==> config.mk <==
export PLATFORM = sky130hd
export DESIGN_NAME = flc_ctrl
export DESIGN_NICKNAME = d
export VERILOG_FILES = /design/src/rtl/flc_pkg.sv /design/src/rtl/flc_cmd_decode.sv /design/src/rtl/flc_busy_timer.sv /design/src/rtl/flc_nvm_store.sv /design/src/rtl/flc_ctrl.sv
export SDC_FILE = /design/constraint.sdc
export NUM_CORES = 2
export LEC_CHECK = 0
export BUFFER_PORTS_ARGS = -buffer_cell sky130_fd_sc_hd__buf_2
export CORE_MARGIN = 8
export CORE_UTILIZATION = 55
export DETAILED_ROUTE_END_ITERATION = 8
export PLACE_DENSITY = 0.67
export SLEW_MARGIN = 20
export SYNTH_ARGS = -nofsm -noshare
export SYNTH_HDL_FRONTEND = slang
export SYNTH_SLANG_ARGS = --single-unit
==> constraint.sdc <==
create_clock -name clk_i -period 3.33 [get_ports clk_i]
set_input_delay 0 -clock clk_i [delete_from_list [all_inputs] [get_ports clk_i]]
set_output_delay 0 -clock clk_i [all_outputs]
set_load 0.05 [all_outputs]
==> src/rtl/flc_pkg.sv <==
package flc_pkg;
  localparam logic [7:0] CMD_KEY = 8'h5A;
  localparam int FMCN_W = 8;

  typedef enum logic [7:0] {
    OP_WRITE  = 8'h01,
    OP_LOCK   = 8'h02,
    OP_UNLOCK = 8'h04,
    OP_ERASE  = 8'h08,
    OP_GP_SET = 8'h0B,
    OP_GP_CLR = 8'h0D
  } flc_op_e;

  localparam logic [7:0] OFF_MODE = 8'h00;
  localparam logic [7:0] OFF_CMD  = 8'h04;
  localparam logic [7:0] OFF_STAT = 8'h08;
  localparam logic [7:0] OFF_BUF  = 8'h0C;

  localparam int ST_RDY  = 0;
  localparam int ST_EOL  = 1;
  localparam int ST_LERR = 2;
  localparam int ST_PERR = 3;
  localparam int ST_SEC  = 4;
  localparam int ST_GP   = 8;
  localparam int ST_LOCK = 16;

  function automatic logic is_lock_op(flc_op_e op);
    return (op == OP_LOCK) || (op == OP_UNLOCK);
  endfunction
endpackage

==> src/rtl/flc_cmd_decode.sv <==
module flc_cmd_decode
  import flc_pkg::*;
#(
  parameter int NUM_REGIONS      = 8,
  parameter int PAGES_PER_REGION = 4,
  parameter int NUM_GP           = 3,
  localparam int NUM_PAGES       = NUM_REGIONS * PAGES_PER_REGION,
  localparam int PG_W            = $clog2(NUM_PAGES)
) (
  input  logic                   cmd_wr_i,
  input  logic [31:0]            word_i,
  input  logic                   busy_i,
  input  logic [NUM_REGIONS-1:0] lock_i,
  output logic                   accept_o,
  output logic                   prog_err_o,
  output logic                   lock_err_o,
  output flc_op_e                op_o,
  output logic [PG_W-1:0]        pn_o
);
  localparam int RSH   = $clog2(PAGES_PER_REGION);
  localparam int RGN_W = (NUM_REGIONS > 1) ? $clog2(NUM_REGIONS) : 1;

  logic [9:0]       pn_full;
  logic [RGN_W-1:0] rgn;
  logic             key_ok, known, range_ok, locked_hit, bad;
  logic             unused_bits;

  assign pn_full     = word_i[17:8];
  assign rgn         = RGN_W'(pn_full >> RSH);
  assign key_ok      = (word_i[31:24] == CMD_KEY);
  assign unused_bits = ^word_i[23:18];

  always_comb begin
    known      = 1'b1;
    range_ok   = 1'b1;
    locked_hit = 1'b0;
    case (word_i[7:0])
      OP_WRITE: begin
        range_ok   = 32'(pn_full) < NUM_PAGES;
        locked_hit = range_ok && lock_i[rgn];
      end
      OP_LOCK, OP_UNLOCK:   range_ok = 32'(pn_full) < NUM_PAGES;
      OP_ERASE:             locked_hit = |lock_i;
      OP_GP_SET, OP_GP_CLR: range_ok = 32'(pn_full) < NUM_GP;
      default:              known = 1'b0;
    endcase
  end

  // busy rejection takes priority over all other checks
  assign bad        = !key_ok || !known || !range_ok || busy_i;
  assign prog_err_o = cmd_wr_i && bad;
  assign lock_err_o = cmd_wr_i && !bad && locked_hit;
  assign accept_o   = cmd_wr_i && !bad && !locked_hit;
  assign op_o       = flc_op_e'(word_i[7:0]);
  assign pn_o       = pn_full[PG_W-1:0];
endmodule

==> src/rtl/flc_busy_timer.sv <==
module flc_busy_timer #(
  parameter int CNT_W = 10
) (
  input  logic             clk_i,
  input  logic             rst_ni,
  input  logic             load_i,
  input  logic [CNT_W-1:0] len_i,
  output logic             busy_o,
  output logic             done_o
);
  logic [CNT_W-1:0] cnt_q;

  always_ff @(posedge clk_i or negedge rst_ni) begin
    if (!rst_ni)             cnt_q <= '0;
    else if (load_i)         cnt_q <= len_i;
    else if (cnt_q != '0)    cnt_q <= cnt_q - CNT_W'(1);
  end

  assign busy_o = (cnt_q != '0);
  assign done_o = (cnt_q == CNT_W'(1));
endmodule

==> src/rtl/flc_nvm_store.sv <==
module flc_nvm_store
  import flc_pkg::*;
#(
  parameter int NUM_REGIONS      = 8,
  parameter int PAGES_PER_REGION = 4,
  parameter int NUM_GP           = 3,
  localparam int NUM_PAGES       = NUM_REGIONS * PAGES_PER_REGION,
  localparam int PG_W            = $clog2(NUM_PAGES)
) (
  input  logic                   clk_i,
  input  logic                   rst_ni,
  input  logic                   done_i,
  input  flc_op_e                op_i,
  input  logic [PG_W-1:0]        pn_i,
  input  logic [31:0]            data_i,
  input  logic [PG_W-1:0]        rd_idx_i,
  output logic [31:0]            rd_data_o,
  output logic [NUM_REGIONS-1:0] lock_o,
  output logic [NUM_GP-1:0]      gp_o
);
  localparam int RSH   = $clog2(PAGES_PER_REGION);
  localparam int RGN_W = (NUM_REGIONS > 1) ? $clog2(NUM_REGIONS) : 1;
  localparam int GP_W  = (NUM_GP > 1) ? $clog2(NUM_GP) : 1;

  logic [31:0]            mem_q [NUM_PAGES];
  logic [NUM_REGIONS-1:0] lock_q;
  logic [NUM_GP-1:0]      gp_q;
  logic [RGN_W-1:0]       rgn;
  logic [GP_W-1:0]        gpi;

  assign rgn = RGN_W'(pn_i >> RSH);
  assign gpi = pn_i[GP_W-1:0];

  always_ff @(posedge clk_i or negedge rst_ni) begin
    if (!rst_ni) begin
      for (int p = 0; p < NUM_PAGES; p++) mem_q[p] <= '1;
      lock_q <= '0;
      gp_q   <= '0;
    end else if (done_i) begin
      case (op_i)
        OP_WRITE:  mem_q[pn_i] <= data_i;
        OP_ERASE:  for (int p = 0; p < NUM_PAGES; p++) mem_q[p] <= '1;
        OP_LOCK:   lock_q[rgn] <= 1'b1;
        OP_UNLOCK: lock_q[rgn] <= 1'b0;
        OP_GP_SET: gp_q[gpi]   <= 1'b1;
        OP_GP_CLR: gp_q[gpi]   <= 1'b0;
        default: ;
      endcase
    end
  end

  assign rd_data_o = mem_q[rd_idx_i];
  assign lock_o    = lock_q;
  assign gp_o      = gp_q;
endmodule

==> src/rtl/flc_ctrl.sv <==
module flc_ctrl
  import flc_pkg::*;
#(
  parameter int NUM_REGIONS      = 8,
  parameter int PAGES_PER_REGION = 4,
  parameter int NUM_GP           = 3,
  parameter int AW               = 8
) (
  input  logic          clk_i,
  input  logic          rst_ni,
  input  logic          req_i,
  input  logic          we_i,
  input  logic [AW-1:0] addr_i,
  input  logic [31:0]   wdata_i,
  input  logic          sec_i,
  output logic [31:0]   rdata_o
);
  localparam int NUM_PAGES = NUM_REGIONS * PAGES_PER_REGION;
  localparam int PG_W      = $clog2(NUM_PAGES);
  localparam int CNT_W     = FMCN_W + 2;
  localparam int WIN_W     = AW - 2;

  logic wr_mode, wr_cmd, wr_buf, rd_stat, win_sel, win_ok;
  assign win_sel = addr_i[AW-1];
  assign wr_mode = req_i &  we_i & !win_sel & (addr_i == AW'(OFF_MODE));
  assign wr_cmd  = req_i &  we_i & !win_sel & (addr_i == AW'(OFF_CMD));
  assign wr_buf  = req_i &  we_i & !win_sel & (addr_i == AW'(OFF_BUF));
  assign rd_stat = req_i & !we_i & !win_sel & (addr_i == AW'(OFF_STAT));

  logic [FMCN_W-1:0] fmcn_q;
  logic              fws_q;
  logic [31:0]       pbuf_q;

  always_ff @(posedge clk_i or negedge rst_ni) begin
    if (!rst_ni) begin
      fmcn_q <= '0;
      fws_q  <= 1'b0;
      pbuf_q <= '0;
    end else begin
      if (wr_mode) begin
        fmcn_q <= wdata_i[16 +: FMCN_W];
        fws_q  <= wdata_i[8];
      end
      if (wr_buf) pbuf_q <= wdata_i;
    end
  end

  logic                   busy, done;
  logic                   cmd_accept, prog_err, lock_err;
  flc_op_e                dec_op;
  logic [PG_W-1:0]        dec_pn;
  logic [NUM_REGIONS-1:0] lock_q;
  logic [NUM_GP-1:0]      gp_q;

  flc_cmd_decode #(
    .NUM_REGIONS(NUM_REGIONS), .PAGES_PER_REGION(PAGES_PER_REGION), .NUM_GP(NUM_GP)
  ) u_dec (
    .cmd_wr_i(wr_cmd), .word_i(wdata_i), .busy_i(busy), .lock_i(lock_q),
    .accept_o(cmd_accept), .prog_err_o(prog_err), .lock_err_o(lock_err),
    .op_o(dec_op), .pn_o(dec_pn)
  );

  logic [CNT_W-1:0] base_len, busy_len;
  assign base_len = CNT_W'(fmcn_q) + CNT_W'(1);
  assign busy_len = fws_q ? {base_len[CNT_W-2:0], 1'b0} : base_len;

  flc_busy_timer #(.CNT_W(CNT_W)) u_tmr (
    .clk_i, .rst_ni, .load_i(cmd_accept), .len_i(busy_len),
    .busy_o(busy), .done_o(done)
  );

  flc_op_e         op_q;
  logic [PG_W-1:0] pn_q;
  logic [31:0]     data_q;
  logic            perr_q, lerr_q, eol_q;

  always_ff @(posedge clk_i or negedge rst_ni) begin
    if (!rst_ni) begin
      op_q   <= OP_WRITE;
      pn_q   <= '0;
      data_q <= '0;
      perr_q <= 1'b0;
      lerr_q <= 1'b0;
      eol_q  <= 1'b0;
    end else begin
      if (cmd_accept) begin
        op_q   <= dec_op;
        pn_q   <= dec_pn;
        data_q <= pbuf_q;
      end
      // a new error on the read edge wins over the clear
      if (prog_err)     perr_q <= 1'b1;
      else if (rd_stat) perr_q <= 1'b0;
      if (lock_err)     lerr_q <= 1'b1;
      else if (rd_stat) lerr_q <= 1'b0;
      if (cmd_accept && is_lock_op(dec_op)) eol_q <= 1'b0;
      else if (done && is_lock_op(op_q))    eol_q <= 1'b1;
    end
  end

  logic [WIN_W-1:0] win_idx;
  logic [31:0]      page_data;
  assign win_idx = addr_i[AW-2:2];
  assign win_ok  = 32'(win_idx) < NUM_PAGES;

  flc_nvm_store #(
    .NUM_REGIONS(NUM_REGIONS), .PAGES_PER_REGION(PAGES_PER_REGION), .NUM_GP(NUM_GP)
  ) u_store (
    .clk_i, .rst_ni, .done_i(done), .op_i(op_q), .pn_i(pn_q), .data_i(data_q),
    .rd_idx_i(win_idx[PG_W-1:0]), .rd_data_o(page_data),
    .lock_o(lock_q), .gp_o(gp_q)
  );

  logic [31:0] status;
  always_comb begin
    status                        = '0;
    status[ST_RDY]                = ~busy;
    status[ST_EOL]                = eol_q;
    status[ST_LERR]               = lerr_q;
    status[ST_PERR]               = perr_q;
    status[ST_SEC]                = sec_i;
    status[ST_GP +: NUM_GP]       = gp_q;
    status[ST_LOCK +: NUM_REGIONS] = lock_q;
  end

  always_comb begin
    rdata_o = '0;
    if (win_sel) begin
      rdata_o = win_ok ? page_data : '0;
    end else begin
      case (addr_i)
        AW'(OFF_MODE): rdata_o = {8'h00, fmcn_q, 7'h00, fws_q, 8'h00};
        AW'(OFF_STAT): rdata_o = status;
        AW'(OFF_BUF):  rdata_o = pbuf_q;
        default:       rdata_o = '0;
      endcase
    end
  end
endmodule

==> metrics.md <==
| Metric | Value |
|---|---|
| FP Rows | 112 |
| GRT Total Usage | 27.68% |
| Die width | 322.4 um |
| Top_reg_cell synth | dfstp_2 |
| Hold Fails Final Rpt | 0 |
| Seq cells post-synth | 1,134 |
| Leakage | 20.95 nW |
| Hpwl dp | 86.03 mm |
| Syn_nets | 4,520 |
| DIE AREA | 103,900 sq um |
| Ports | 77 |
| Post-Synthesis Cells | 4,472 |
| Hold Crit Start | addr_i[0] |
| Yosys Warn Count | 0 |
| Area grow syn2layout | 12.83% |
| Largest stage delay, worst path | 0.65 ns |
| Fin nets | 4,504 |
| Worst setup EP type | output port |
| First-pass GRT wire length | 220.5 mm |
| Share of cells above drive strength 1 | 41.95% |
| Post-Syn Area per Cell | 11.55 sq um |
| Initial antenna violation count | 5 |
| Vias per cell | 6.038 |
| TritonRoute pass-1 iters | 5 |
| Hold WS | 0.05004 ns |
| Post-synth EDFFs | 0 |
| Sequential area share after synthesis | 57.44% |
| Tmin final | 3.203 ns |
| Worst-case reg-to-reg path depth | 8 |
| Critical path class | reg2out |
| Core Box Area | 93,190 sq um |
| Type of origin of the critical path | flop |
| Setup-failing EPs final | 0 |
| Via count | 35,077 |
| Peak supply drop | 0.0005286 V |
| Reg2reg end | data_q[28] |
| CP Cell Sequence | inv_1, ha_1, or3b_1, or4_1, inv_1, a221o_1, buf_2 |
| Synth area leader | dfstp_2 |
| Worst-case clock buffer depth | 3 |
| Worst-path clk slew | 0.06 ns |
| Worst-Margin Slew | 1.082 ns |
| Final setup TNS | 0 ns |
| RePlAce Congestion | 0.8285 |
| Starting density of the core | 55.41% |
| Total stage count of the critical path | 7 |
| CP arrival | 3.20 ns |
| Total congestion overflow | 0 |
| Initial DRC Count | 3,262 |
| CP max FO | 6 |
| Min-Delay Path Class | in2reg |
| Clock skew | 0.04098 ns |
| Synth Cell Area | 51,630 sq um |
| Post-route ant nets | 0 |
| RSZ-0062 raised after global routing | no |
| Share of the synthesized area in the top cell type | 52.16% |
| H-tree depth | 3 |
| Per-cell routed wire length | 24.64 um |
| Setup crit end | rdata_o[0] |
| Max Cap Viol | 0 |
| Synth top cells by count | nand2_1, dfstp_2, o21ai_0 |
| Worst path slowest cell | or4_1 |
| Worst EP required | 3.33 ns |
| Cell with the most instances after synthesis | nand2_1 |
| Slew Limit Headroom | 27.60% |
| Power Density | 493.0 nW/um^2 |
| Metal2 WL | 67.64 mm |
| Clock tree root driver cell | clkbuf_16 |
| Post-Route WL | 143.1 mm |
| Worst r2r src | u_tmr.cnt_q[0] |
| Number of CTS-inserted buffers | 113 |
| R2R setup slack | 0.27 ns |
| # port buffers | 76 |
| CP bufs+invs | 3 |
| Asr flop ratio synth | 100.0% |
| Max-slew violation count | 0 |
| Critical path startpoint | u_tmr.cnt_q[0] |
| Metal-1 WL | 61.90 mm |
| CTS tree | built |
| Routed met3 length | 8.573 mm |
| Status | complete, no violations |
| Vias in the first global route | 35,032 |
| Die Y | 322.4 um |
| Worst Hold Depth | 6 |
| Residual DRC | 0 |
| Top Metal Used | met4 |
| FMAX | 312.2 MHz |
| Final worst path period share | 96.18% |
| Pin count of the biggest net entering global routing | 106 |
| Largest cells by area after synthesis | dfstp_2, mux4_2, o21ai_0 |
| Later-pin clock latency in the skew report | 0.71 ns |
| Total power draw | 28.72 mW |
| CP delay by family, top | simple AND/OR/NAND/NOR gates |
| Post-synthesis cell type count | 61 |
| Fill count | 7,282 |
| Clock sinks | 1,134 |
| Crit path top cell by count | inv_1 |
[how the worst min path moves through the flow]
stage                endpoint  slack, ns
floorplan           async pin      -0.30
global placement    data_q[1]       0.12
detailed placement  data_q[1]       0.11
CTS                    lerr_q      0.008
global route           lerr_q       0.08
finish                 lerr_q       0.05
[through the flow]
step / instances / instance area [sq um] / utilization, % / setup slack [ns]
6_report: 5809 / 58260 / 62.51 / 0.1273
5_1_grt: 5807 / 58250 / 62.51 / 0.002206
4_1_cts: 5807 / 58250 / 62.50 / 0.1054
3_5_place_dp: 5557 / 53790 / 57.73 / 0.3300
3_3_place_gp: 5557 / 53790 / 57.72 / 0.4238
2_1_floorplan: 4472 / 51630 / - / 0.6175
[where the power goes]
group	internal, mW	switching [mW]	leakage, nW
sequential	13.9	0.0134	12.0
combinational	0.350	0.766	6.88
clock	8.20	5.53	2.03
total	22.4	6.31	20.9
[kinds of logic (layout without fill, tap and decap cells)]
family | Yosys count | count (layout) | share of synthesized area (%)
xor gates and xnor gates | 12 | 12 | 0.2036
muxes | 448 | 448 | 16.18
AOI/OAI and AO/OA | 1192 | 1192 | 12.90
adders and majority gates | 3 | 3 | 0.07271
and+or+nand+nor | 1263 | 1263 | 9.768
other | 0 | 2 | 0
DFF | 1134 | 1134 | 57.44
buffers and inverters | 420 | 501 | 3.434
[flip-flops by register name, summed over array words and instances (netlist names), named ones only]
| name | cells |
|---|---|
| fws_q | 1 |
| pn_q | 5 |
| u_store.mem_q | 1024 |
| data_q | 32 |
| fmcn_q | 8 |
| perr_q | 1 |
| op_q | 8 |
| pbuf_q | 32 |
| u_tmr.cnt_q | 10 |
| lerr_q | 1 |
| eol_q | 1 |
[area by class of cell]
cell class | count | area [sq um] | share of cell area (%)
diodes | 2 | 5.005 | 0.008591
clock buffers | 165 | 3458 | 5.936
clock inverters | 47 | 613.1 | 1.052
inverters | 9 | 33.78 | 0.05799
multi-input cells | 2918 | 20280 | 34.82
flip-flops and latches | 1134 | 29660 | 50.91
well taps | 1254 | 1569 | 2.693
repair buffers | 280 | 2634 | 4.521
[worst reg2reg max path, delay by kind of cell, from the launching register on]
family / cells / cell delay [ns]
simple gates: 3 / 1.31
flops: 1 / 0.40
mux: 1 / 0.39
buf+inv: 2 / 0.38
compound gates: 1 / 0.29
fa+ha+maj: 1 / 0.18
[layout by cell type, fill, tap and decap left out, types with 24 or more instances in the layout]
master / count
nand2_1: 1069
dlygate4sd3_1: 38
buf_4: 120
clkbuf_16: 117
mux2_2: 68
nor2_1: 81
a21oi_1: 31
mux2_4: 26
dfrtp_1: 109
o21ai_1: 198
buf_2: 71
buf_12: 47
clkinv_2: 24
o211ai_4: 30
mux2i_1: 62
dfstp_2: 1025
clkbuf_8: 35
o21ai_0: 869
mux4_2: 292
[per-layer routing]
metal	track usage, %	vias up
met5	0	-
met4	9.336	0
met3	3.891	270
met2	43.96	1167
met1	39.54	17931
li1	-	15709
[what timing repair did]
item / CTS / global route
hold buffers: 38 / 0
setup buffers: 0 / 0
gates resized for setup: 0 / 0
endpoints found under the hold margin: 205 / 0
(Power assumes the default switching activity.)
